<file path="src/rtl/tbase_pkg.sv">
package tbase_pkg;

    typedef enum logic [1:0] {
        CM_UP      = 2'b00,
        CM_DOWN    = 2'b01,
        CM_CTR     = 2'b10,
        CM_CTR_ALT = 2'b11
    } cnt_mode_e;

    typedef enum logic {
        ST_RISE = 1'b0,
        ST_FALL = 1'b1
    } dir_state_e;

    function automatic logic is_center(input cnt_mode_e m);
        return m[1];
    endfunction

endpackage

</file>
<file path="src/rtl/tbase_presc.sv">
module tbase_presc #(
    parameter int W = 16
) (
    input  logic         clk,
    input  logic         rst_n,
    input  logic         run_en,
    input  logic         force_upd,
    input  logic         upd_evt,
    input  logic         div_wr,
    input  logic [W-1:0] div_wdata,
    output logic         tick
);
    logic [W-1:0] div_hold;
    logic [W-1:0] div_act;
    logic [W-1:0] div_cnt;

    assign tick = run_en && !force_upd && (div_cnt >= div_act);

    always_ff @(posedge clk) begin
        if (!rst_n) begin
            div_hold <= '0;
            div_act  <= '0;
            div_cnt  <= '0;
        end else begin
            if (div_wr)  div_hold <= div_wdata;
            if (upd_evt) div_act  <= div_hold;
            if (force_upd)   div_cnt <= '0;
            else if (tick)   div_cnt <= '0;
            else if (run_en) div_cnt <= div_cnt + W'(1);
        end
    end

    AST_DIV_HOLD: assert property (@(posedge clk) disable iff (!rst_n)
        !upd_evt |=> $stable(div_act));

    AST_DIV_RESTART: assert property (@(posedge clk) disable iff (!rst_n)
        force_upd |=> (div_cnt == '0));

endmodule

</file>
<file path="src/rtl/tbase_shadow.sv">
module tbase_shadow #(
    parameter int           W    = 16,
    parameter logic [W-1:0] INIT = '1
) (
    input  logic         clk,
    input  logic         rst_n,
    input  logic         buf_en,
    input  logic         wr,
    input  logic [W-1:0] wdata,
    input  logic         load,
    output logic [W-1:0] hold_val,
    output logic [W-1:0] act_val
);
    always_ff @(posedge clk) begin
        if (!rst_n) begin
            hold_val <= INIT;
            act_val  <= INIT;
        end else begin
            if (wr) hold_val <= wdata;
            if (wr && !buf_en) act_val <= wdata;
            else if (load)     act_val <= hold_val;
        end
    end

    AST_LIM_HOLD: assert property (@(posedge clk) disable iff (!rst_n)
        (buf_en && !load) |=> $stable(act_val));

    AST_LIM_DIRECT: assert property (@(posedge clk) disable iff (!rst_n)
        (wr && !buf_en) |=> (act_val == $past(wdata)));

endmodule

</file>
<file path="src/rtl/tbase_count.sv">
module tbase_count
    import tbase_pkg::*;
#(
    parameter int W = 16
) (
    input  logic         clk,
    input  logic         rst_n,
    input  logic         tick,
    input  logic         force_upd,
    input  cnt_mode_e    mode,
    input  logic [W-1:0] lim_act,
    input  logic [W-1:0] lim_hold,
    output logic [W-1:0] cnt,
    output logic         cnt_down,
    output logic         wrap
);
    dir_state_e   state, state_nx;
    logic [W-1:0] cnt_nx;
    logic         ctr;

    assign ctr = is_center(mode);

    // state register
    always_ff @(posedge clk) begin
        if (!rst_n) begin
            state <= ST_RISE;
            cnt   <= '0;
        end else begin
            state <= state_nx;
            cnt   <= cnt_nx;
        end
    end

    // next state, next count and wrap detection
    always_comb begin
        state_nx = state;
        cnt_nx   = cnt;
        wrap     = 1'b0;
        if (force_upd) begin
            state_nx = (mode == CM_DOWN) ? ST_FALL : ST_RISE;
            cnt_nx   = (mode == CM_DOWN) ? lim_hold : '0;
        end else if (!ctr) begin
            state_nx = (mode == CM_DOWN) ? ST_FALL : ST_RISE;
            if (tick) begin
                if (mode == CM_DOWN) begin
                    if (cnt == '0) begin
                        wrap   = 1'b1;
                        cnt_nx = lim_hold;
                    end else begin
                        cnt_nx = cnt - W'(1);
                    end
                end else begin
                    if (cnt >= lim_act) begin
                        wrap   = 1'b1;
                        cnt_nx = '0;
                    end else begin
                        cnt_nx = cnt + W'(1);
                    end
                end
            end
        end else if (tick) begin
            unique case (state)
                ST_RISE: begin
                    if (cnt >= lim_act) begin
                        wrap     = 1'b1;
                        state_nx = ST_FALL;
                        cnt_nx   = (cnt == '0) ? '0 : cnt - W'(1);
                    end else begin
                        cnt_nx = cnt + W'(1);
                    end
                end
                ST_FALL: begin
                    if (cnt == '0) begin
                        wrap     = 1'b1;
                        state_nx = ST_RISE;
                        cnt_nx   = (lim_act == '0) ? '0 : W'(1);
                    end else begin
                        cnt_nx = cnt - W'(1);
                    end
                end
            endcase
        end
    end

    // outputs
    always_comb begin
        cnt_down = (state == ST_FALL);
    end

    AST_FORCE_UP_ZERO: assert property (@(posedge clk) disable iff (!rst_n)
        (force_upd && mode == CM_UP) |=> (cnt == '0));

    AST_CTR_TURN_TOP: assert property (@(posedge clk) disable iff (!rst_n)
        (tick && !force_upd && ctr && state == ST_RISE && cnt >= lim_act) |=> cnt_down);

    AST_CTR_TURN_BOT: assert property (@(posedge clk) disable iff (!rst_n)
        (tick && !force_upd && ctr && state == ST_FALL && cnt == '0) |=> !cnt_down);

endmodule

</file>
<file path="src/rtl/tbase_core.sv">
module tbase_core
    import tbase_pkg::*;
#(
    parameter int           W        = 16,
    parameter logic [W-1:0] LIM_INIT = '1
) (
    input  logic         clk,
    input  logic         rst_n,
    input  logic         run_en,
    input  logic [1:0]   mode_sel,
    input  logic         lim_buf_en,
    input  logic         div_wr,
    input  logic [W-1:0] div_wdata,
    input  logic         lim_wr,
    input  logic [W-1:0] lim_wdata,
    input  logic         force_upd,
    input  logic         flag_clr,
    output logic [W-1:0] cnt_val,
    output logic         cnt_down,
    output logic         upd_pulse,
    output logic         upd_flag
);
    cnt_mode_e    mode;
    logic         tick;
    logic         wrap;
    logic         upd_evt;
    logic [W-1:0] lim_hold;
    logic [W-1:0] lim_act;

    assign mode    = cnt_mode_e'(mode_sel);
    assign upd_evt = wrap || force_upd;

    tbase_presc #(.W(W)) u_presc (
        .clk       (clk),
        .rst_n     (rst_n),
        .run_en    (run_en),
        .force_upd (force_upd),
        .upd_evt   (upd_evt),
        .div_wr    (div_wr),
        .div_wdata (div_wdata),
        .tick      (tick)
    );

    tbase_shadow #(.W(W), .INIT(LIM_INIT)) u_lim (
        .clk      (clk),
        .rst_n    (rst_n),
        .buf_en   (lim_buf_en),
        .wr       (lim_wr),
        .wdata    (lim_wdata),
        .load     (upd_evt),
        .hold_val (lim_hold),
        .act_val  (lim_act)
    );

    tbase_count #(.W(W)) u_count (
        .clk       (clk),
        .rst_n     (rst_n),
        .tick      (tick),
        .force_upd (force_upd),
        .mode      (mode),
        .lim_act   (lim_act),
        .lim_hold  (lim_hold),
        .cnt       (cnt_val),
        .cnt_down  (cnt_down),
        .wrap      (wrap)
    );

    always_ff @(posedge clk) begin
        if (!rst_n) begin
            upd_pulse <= 1'b0;
            upd_flag  <= 1'b0;
        end else begin
            upd_pulse <= upd_evt;
            if (upd_evt)       upd_flag <= 1'b1;
            else if (flag_clr) upd_flag <= 1'b0;
        end
    end

    AST_FLAG_STICKY: assert property (@(posedge clk) disable iff (!rst_n)
        (upd_flag && !flag_clr) |=> upd_flag);

    AST_FLAG_WITH_PULSE: assert property (@(posedge clk) disable iff (!rst_n)
        upd_pulse |-> upd_flag);

    AST_HALT_HOLD: assert property (@(posedge clk) disable iff (!rst_n)
        (!run_en && !force_upd) |=> ($stable(cnt_val) && !upd_pulse));

    AST_UP_WRAP: assert property (@(posedge clk) disable iff (!rst_n)
        (upd_pulse && $past(mode_sel) == 2'b00) |-> (cnt_val == '0));

    AST_DOWN_RELOAD: assert property (@(posedge clk) disable iff (!rst_n)
        (upd_pulse && $past(mode_sel) == 2'b01 && !$past(lim_wr)) |-> (cnt_val == lim_act));

endmodule

</file>
<file path="config.mk">
export PLATFORM = sky130hd
export DESIGN_NAME = tbase_core
export DESIGN_NICKNAME = d
export VERILOG_FILES = /design/src/rtl/tbase_pkg.sv /design/src/rtl/tbase_presc.sv /design/src/rtl/tbase_shadow.sv /design/src/rtl/tbase_count.sv /design/src/rtl/tbase_core.sv
export SDC_FILE = /design/constraint.sdc
export NUM_CORES = 1
export LEC_CHECK = 0
export BUFFER_PORTS_ARGS = -buffer_cell sky130_fd_sc_hd__buf_2
export CELL_PAD_IN_SITES_DETAIL_PLACEMENT = 1
export CELL_PAD_IN_SITES_GLOBAL_PLACEMENT = 2
export CORE_UTILIZATION = 38
export CTS_CLUSTER_DIAMETER = 40
export DETAILED_ROUTE_END_ITERATION = 10
export HOLD_SLACK_MARGIN = 0.12
export PLACE_DENSITY = 0.89
export SETUP_SLACK_MARGIN = 0.3
export SLEW_MARGIN = 10
export SYNTH_ARGS = -nofsm -noshare
export SYNTH_HDL_FRONTEND = slang
export SYNTH_SLANG_ARGS = --single-unit
</file>
<file path="constraint.sdc">
create_clock -name clk -period 8.25 [get_ports clk]
set_clock_uncertainty 0.2 [all_clocks]
set_input_delay 0.4125 -clock clk [delete_from_list [all_inputs] [get_ports clk]]
set_output_delay 0.4125 -clock clk [all_outputs]
set_load 0.02 [all_outputs]
</file>
# Word-level counts from Yosys, hierarchy flattened
# Index checks and enable logic that the tools add are counted.
[word_totals]
reg_bits = 99
latch_bits = 0
mem_bits_rw = 0
romBits = 0
word_cells = 61
n_memories = 0
[op_classes]
addsub = 3
multipliers = 0
div_mod_pow = 0
n_lt_le_gt_ge = 2
eq_ne = 2
shifts = 0
mux = 31
bitwise = 2
n_reduce_logical = 12
[ops]
columns = ["operator", "n"]
rows = [
  ["two-way mux 16 bit", 13],
  ["adder 16 x 1 -> 16 bit, second input constant", 2],
  ["greater-or-equal comparator 16 bit", 2],
  ["logical NOT 16 bit", 2],
  ["case mux 16 bit (2 select lines)", 1],
  ["subtractor 16 x 1 -> 16 bit, second input constant", 1],
  ["two-way mux 1 bit", 15],
  ["nonzero test 2 bit", 3],
  ["case mux 1 bit (2 select lines)", 2],
  ["logical AND 1 bit", 3],
  ["!= test 3 x 1 -> 1 bit, second input constant", 1],
  ["OR reduction 3 bit", 1],
  ["equality test 2 x 1 -> 1 bit, second input constant", 1],
  ["logical NOT 1 bit", 2],
  ["inverter 1 bit", 2],
  ["logical OR 1 bit", 1],
]

# Longest topological paths before layout
[logic_depth]
depth_word = 9
ltp_mapped = 10
ltp_nobuf = 9

# Modules after synthesis
# Synthesis repeated with hierarchy kept, for this count alone.
[hier_totals]
hier_cells = 700
area_unflattened_um2 = 6384.9
[modules_own_cells]
columns = ["mod", "instances", "cells_per_inst", "area_per_inst_um2", "seq_area_each_um2"]
rows = [
  ["tbase_presc", 1, 242, 2473.6, 960.9],
  ["tbase_count", 1, 325, 2321.0, 340.3],
  ["tbase_shadow", 1, 127, 1521.5, 640.6],
  ["tbase_core", 1, 6, 68.8, 40.0],
]

# Worst setup path before layout
# No wires, ideal clock.
[synth_timing]
kind = "reg2reg"
start = "register u_count.cnt[0]"
end = "register u_lim.act_val[11]"
setup_time_ps = 74
arrival_time_ps = 2739
setup_slack_ps = 5237
stages_incl_launch_ff = 11
path_buffers = 1
synth_period_minus_slack_ps = 3013
path_cell_list = "dfxtp_1 -> inv_1 -> ha_1 -> nand2b_1 -> a2111oi_2 -> o32a_4 -> a21oi_2 -> o22ai_1 -> clkbuf_1 -> nand3_1 -> a31oi_1"
[synth_via]
elab_chain_len = 8
word_cells_on_any_way = 12
cone_classes = "order compare: 1; mux: 8; reduce/logical: 3"
[synth_lines]
columns = ["item", "line", "source"]
rows = [
  ["from (decl)", "tbase_count.sv:13", "output logic [W-1:0] cnt,"],
  ["from (signal assigned)", "tbase_count.sv:30", "cnt <= cnt_nx;"],
  ["greater-or-equal comparator 16 bit / logical NOT 16 bit (equally long branches)", "n/a", ""],
  ["two-way mux 1 bit (on tied branches)", "n/a", ""],
  ["case mux 1 bit (2 select lines) / two-way mux 1 bit (equally long branches)", "tbase_count.sv:62, tbase_count.sv:45", ""],
  ["two-way mux 1 bit (on tied branches)", "tbase_count.sv:61, tbase_count.sv:44", ""],
  ["two-way mux 1 bit (*)", "tbase_count.sv:42", "end else if (!ctr) begin"],
  ["two-way mux 1 bit (*)", "tbase_count.sv:39", "if (force_upd) begin"],
  ["logical OR 1 bit (*)", "tbase_core.sv:31", "assign upd_evt = wrap || force_upd;"],
  ["nonzero test 2 bit (no line) (*)", "n/a", ""],
  ["to (signal assigned)", "tbase_shadow.sv:20", "if (wr && !buf_en) act_val <= wdata;"],
  ["to (signal assigned)", "tbase_shadow.sv:21", "else if (load) act_val <= hold_val;"],
  ["to (decl)", "tbase_shadow.sv:12", "output logic [W-1:0] act_val"],
]
# Every way passes the cells marked *; elsewhere a longest branch is shown, timed or not.
# A chain may end at the register's enable or synchronous reset.

# Worst setup path in the final report
[layout_timing]
start = "register u_count.cnt[11]"
end = "register u_presc.div_act[8]"
[layout_via]
elab_chain_len = 7
word_cells_on_any_way = 11
cone_classes = "order compare: 1; mux: 8; reduce/logical: 2"
[layout_lines]
columns = ["item", "line", "source"]
rows = [
  ["greater-or-equal comparator 16 bit / logical NOT 16 bit (equally long branches)", "n/a", ""],
  ["two-way mux 1 bit (on tied branches)", "n/a", ""],
  ["case mux 1 bit (2 select lines) / two-way mux 1 bit (equally long branches)", "tbase_count.sv:62, tbase_count.sv:45", ""],
  ["two-way mux 1 bit (on tied branches)", "tbase_count.sv:61, tbase_count.sv:44", ""],
  ["two-way mux 1 bit (*)", "tbase_count.sv:42", ""],
  ["two-way mux 1 bit (*)", "tbase_count.sv:39", ""],
  ["logical OR 1 bit (*)", "tbase_core.sv:31", ""],
  ["to (signal assigned)", "tbase_presc.sv:26", "if (upd_evt) div_act <= div_hold;"],
  ["to (decl)", "tbase_presc.sv:14", "logic [W-1:0] div_act;"],
]
# Marks and branches as above.

==> load_flow_metrics.sql <==
INSERT INTO impl_metrics (metric_group, metric, value, unit) VALUES
('setup_path', 'critPathLaunchType', 'flip-flop', ''),
('synth', 'synth_seq_area_share', '33.8', '%'),
('timing', 'post-route-period-util', '44.8', '%'),
('synth', 'synth_seq_cells', '99', ''),
('layout', 'multiInputGateArea', '3560', 'um^2'),
('timing', 'slew_violations', '0', ''),
('cts', 'max-clock-path-buffers', '2', ''),
('place', 'placement.io_buffers', '60', ''),
('layout', 'instances_no_fill', '988', ''),
('power_and_ir_drop', 'power_density', '192', 'nW/um^2'),
('setup_path', 'timing.critical_path.cells', 'ha_1 -> nand2_1 -> or4_4 -> o32a_4 -> a21oi_2 -> o22a_1 -> o21ai_0 -> a21oi_1', ''),
('run', 'maxCapViolations', '0', ''),
('floorplanning', 'core_ar', '15100', 'um^2'),
('timing', 'worst-slew-pin-transition', '1.01', 'ns'),
('synth', 'syn_nets', '816', ''),
('route', 'detail_route.vias_per_cell', '5.96', ''),
('floorplanning', 'chipWidth', '126', 'um'),
('floorplanning', 'floorplan.io_pins', '61', ''),
('cts', 'clk_transition_reported_paths', '0.08', 'ns'),
('global_routing', 'gr-usage-all-layers', '25.5', '%'),
('place', 'gp_congestion', '0.905', ''),
('synth', 'synth.lib_cells_used.distinct', '72', ''),
('timing', 'fmax', '270', 'MHz'),
('hold_path', 'type_of_the_worst_min_delay_path', 'primary input to flip-flop', ''),
('cts', 'clock_insertion_delay_worst_skew', '0.35', 'ns'),
('place', 'dpl.hpwl', '14.4', 'mm'),
('setup_path', 'critical_path.slowest_cell', 'sky130_fd_sc_hd__o22a_1', ''),
('status', 'outcome', 'complete, no violations', ''),
('place', 'placed_cell_area', '6250', 'um^2'),
('layout', 'number_of_nets_in_the_finished_design', '872', ''),
('global_routing', 'grt_antenna_before_repair', '0', ''),
('timing', 'grt_setup_unrepaired', 'false', ''),
('cts', 'tritoncts_num_sinks', '99', ''),
('place', 'place_worst_setup_slack', '4.57', 'ns'),
('floorplanning', 'num_rows', '45', ''),
('global_routing', 'grt_pass1_wl', '31.9', 'mm'),
('synth', 'instance_count_of_the_mapped_netlist', '738', ''),
('cts', 'clock_tree_from_tritoncts', 'yes', ''),
('synth', 'ys.flop_type', 'sky130_fd_sc_hd__dfxtp_1', ''),
('power_and_ir_drop', 'ir_drop', '0.101', 'mV'),
('floorplanning', 'floorplan.die.height', '126', 'um'),
('route', 'drt-wirelength-per-cell', '20.0', 'um'),
('layout', 'synth_to_final_area_change', '17.1', '%'),
('layout', 'finish.instance_area', '6880', 'um^2'),
('synth', 'synthesis.area_per_instance', '7.95', 'um^2'),
('power_and_ir_drop', 'pwr-share-comb', '22.0', '%'),
('timing', 'post-route-min-period', '3.70', 'ns'),
('setup_path', 'worstSetupEndpointType', 'flip-flop', ''),
('synth', 'yosys_warnings', '0', ''),
('floorplanning', 'starting_density_of_the_core', '38.8', '%'),
('floorplanning', 'die_ar', '16000', 'um^2'),
('power_and_ir_drop', 'share_clk_of_total_power', '36.1', '%'),
('layout', 'flip_flop_and_latch_area', '1980', 'um^2'),
('layout', 'n_fill_cell', '1825', ''),
('route', 'ant_nets_after_route', '0', ''),
('cts', 'htreeDepth', '3', ''),
('synth', 'share_of_synthesized_registers_carrying_an_async_set_or_reset', '0', '%'),
('timing', 'final-setup-viol-count', '0', ''),
('power_and_ir_drop', 'power.share.sequential', '41.9', '%'),
('global_routing', 'total_congestion_overflow', '0', ''),
('route', 'totalWireLength', '19.8', 'mm'),
('setup_path', 'worstSetupPathType', 'flip-flop to flip-flop', ''),
('route', 'drc_errors', '0', ''),
('timing', 'finalHoldViolations', '0', ''),
('power_and_ir_drop', 'sw_frac_of_total', '32.6', '%'),
('layout', 'drive_above_1_share', '11.9', '%'),
('timing', 'finalHoldWorstSlack', '0.127', 'ns'),
('timing', 'setup_tns', '0', 'ns'),
('synth', 'number_of_synthesized_flops_with_an_enable_pin', '0', ''),
('cts', 'total_cts_buffers', '9', ''),
('route', 'vias', '5885', '');
==> state kept, by name (all words and copies together), names as in the netlist <==
| register | count |
|---|---|
| u_count.cnt | 16 |
| u_count.cnt_down | 1 |
| u_lim.act_val | 16 |
| u_lim.hold_val | 16 |
| u_presc.div_act | 16 |
| u_presc.div_cnt | 16 |
| u_presc.div_hold | 16 |
| upd_flag | 1 |
| upd_pulse | 1 |
==> power by group through the flow <==
stage	logic, mW	clock network [mW]	registers (mW)
final	0.290	0.476	0.552
after floorplan	0.194	0	0.546
after CTS	0.286	0.481	0.550
after detailed placement	0.274	0	0.561
after global placement	0.261	0	0.560
after global routing	0.317	0.501	0.555
==> cells in the final DEF (no fill, tap or decap), types with 6 or more instances in the layout <==
cell type	synthesis	final
sky130_fd_sc_hd__nand3_1	56	56
sky130_fd_sc_hd__nor3_1	10	10
sky130_fd_sc_hd__and3_1	8	8
sky130_fd_sc_hd__mux2i_1	34	34
sky130_fd_sc_hd__nand4_1	15	15
sky130_fd_sc_hd__xor2_1	15	15
sky130_fd_sc_hd__o21a_1	8	8
sky130_fd_sc_hd__inv_1	40	40
sky130_fd_sc_hd__xnor2_1	15	15
sky130_fd_sc_hd__a31oi_1	23	23
sky130_fd_sc_hd__nor2_1	85	85
sky130_fd_sc_hd__ha_1	36	36
sky130_fd_sc_hd__buf_2	5	60
sky130_fd_sc_hd__a21oi_1	45	44
sky130_fd_sc_hd__nand2_1	62	62
sky130_fd_sc_hd__o21ai_0	44	44
sky130_fd_sc_hd__dlygate4sd3_1	0	29
sky130_fd_sc_hd__dfxtp_1	99	99
sky130_fd_sc_hd__nor4_1	6	6
sky130_fd_sc_hd__o22ai_1	7	6
sky130_fd_sc_hd__clkbuf_16	0	9
==> layout make-up <==
class	instances	share of cell area, %
Inverter	42	2.29
Timing Repair Buffer	91	8.81
Clock buffer	9	3.28
Sequential cell	99	28.8
Antenna cell	1	0.0364
Multi-Input combinational cell	551	51.8
Tap cell	188	3.42
Clock inverter	7	1.53
==> synth_stat cells, drive strengths merged (3+ instances only) <==
| cell type | instances | area [um^2] |
|---|---|---|
| dfxtp | 99 | 1980 |
| nor2 | 85 | 319 |
| nand2 | 62 | 233 |
| nand3 | 56 | 280 |
| a21oi | 46 | 234 |
| o21ai | 45 | 225 |
| inv | 41 | 154 |
| clkbuf | 37 | 139 |
| ha | 36 | 450 |
| mux2i | 34 | 340 |
| a31oi | 23 | 144 |
| nand4 | 16 | 106 |
| xnor2 | 15 | 131 |
| xor2 | 15 | 131 |
| nor3 | 11 | 60.1 |
| buf | 9 | 40.0 |
| and3 | 8 | 50.1 |
| o21a | 8 | 60.1 |
| nor4 | 7 | 58.8 |
| o22ai | 7 | 43.8 |
| a221oi | 6 | 58.8 |
| a211oi | 5 | 42.5 |
| nand2b | 5 | 31.3 |
| o31ai | 5 | 37.5 |
| or3 | 4 | 25.0 |
| nor3b | 3 | 22.5 |
| o32a | 3 | 42.5 |
| o32ai | 3 | 33.8 |
==> logic make-up after synthesis <==
kind of cell | count (synthesis) | synth area share (%)
and+or+nand+nor | 270 | 21.9
buffers and inverters | 88 | 5.73
AOI/OAI and AO/OA | 181 | 20.6
adders and majority gates | 36 | 7.67
DFF | 99 | 33.8
muxes | 34 | 5.80
xor gates and xnor gates | 30 | 4.48
==> final timing paths <==
kind | start | to | slack, ns | cells past startpoint
setup reg to reg | u_count.cnt[11] | u_presc.div_act[8] | 4.55 | 8
setup / recovery | u_count.cnt[11] | u_presc.div_act[8] | 4.55 | 8
hold / removal | lim_wdata[8] | u_lim.hold_val[8] | 0.13 | 3
hold reg to reg | u_presc.div_act[7] | u_presc.div_act[7] | 0.27 | 2
==> per-layer routing <==
layer  up-vias  GRT usage (%)  part of all wire (%)
met5         -              0                     0
met4         0           8.93                   1.9
li1       2762              -                     -
met1      2915           36.4                    48
met2       174           39.5                    45
met3        34           3.21                   5.1
==> metrics by stage <==
| step | power [mW] | util (%) |
|---|---|---|
| 4_1_cts | 1.32 | 45.4 |
| 6_report | 1.32 | 45.4 |
| 2_1_floorplan | 0.740 | - |
| 3_3_place_gp | 0.822 | 41.3 |
| 5_1_grt | 1.37 | 45.4 |
| 3_5_place_dp | 0.835 | 41.3 |
==> worst max-delay path, delay by kind of cell (launching register included) <==
kind | cells | cell delay [ns]
AO/OA/AOI/OAI | 5 | 1.90
AND/OR/NAND/NOR | 2 | 0.64
flip-flops | 1 | 0.63
adder cells (fa/ha/maj) | 1 | 0.24
==> what timing repair did <==
action | 4_1_cts | 5_1_grt
endpoints found under the hold margin | 29 | 0
setup buffers | 0 | 0
endpoints found under the setup margin | 0 | 0
hold buffers | 29 | 0
gates resized for setup | 0 | 0
No activity file was read; power rests on OpenSTA's default activity.
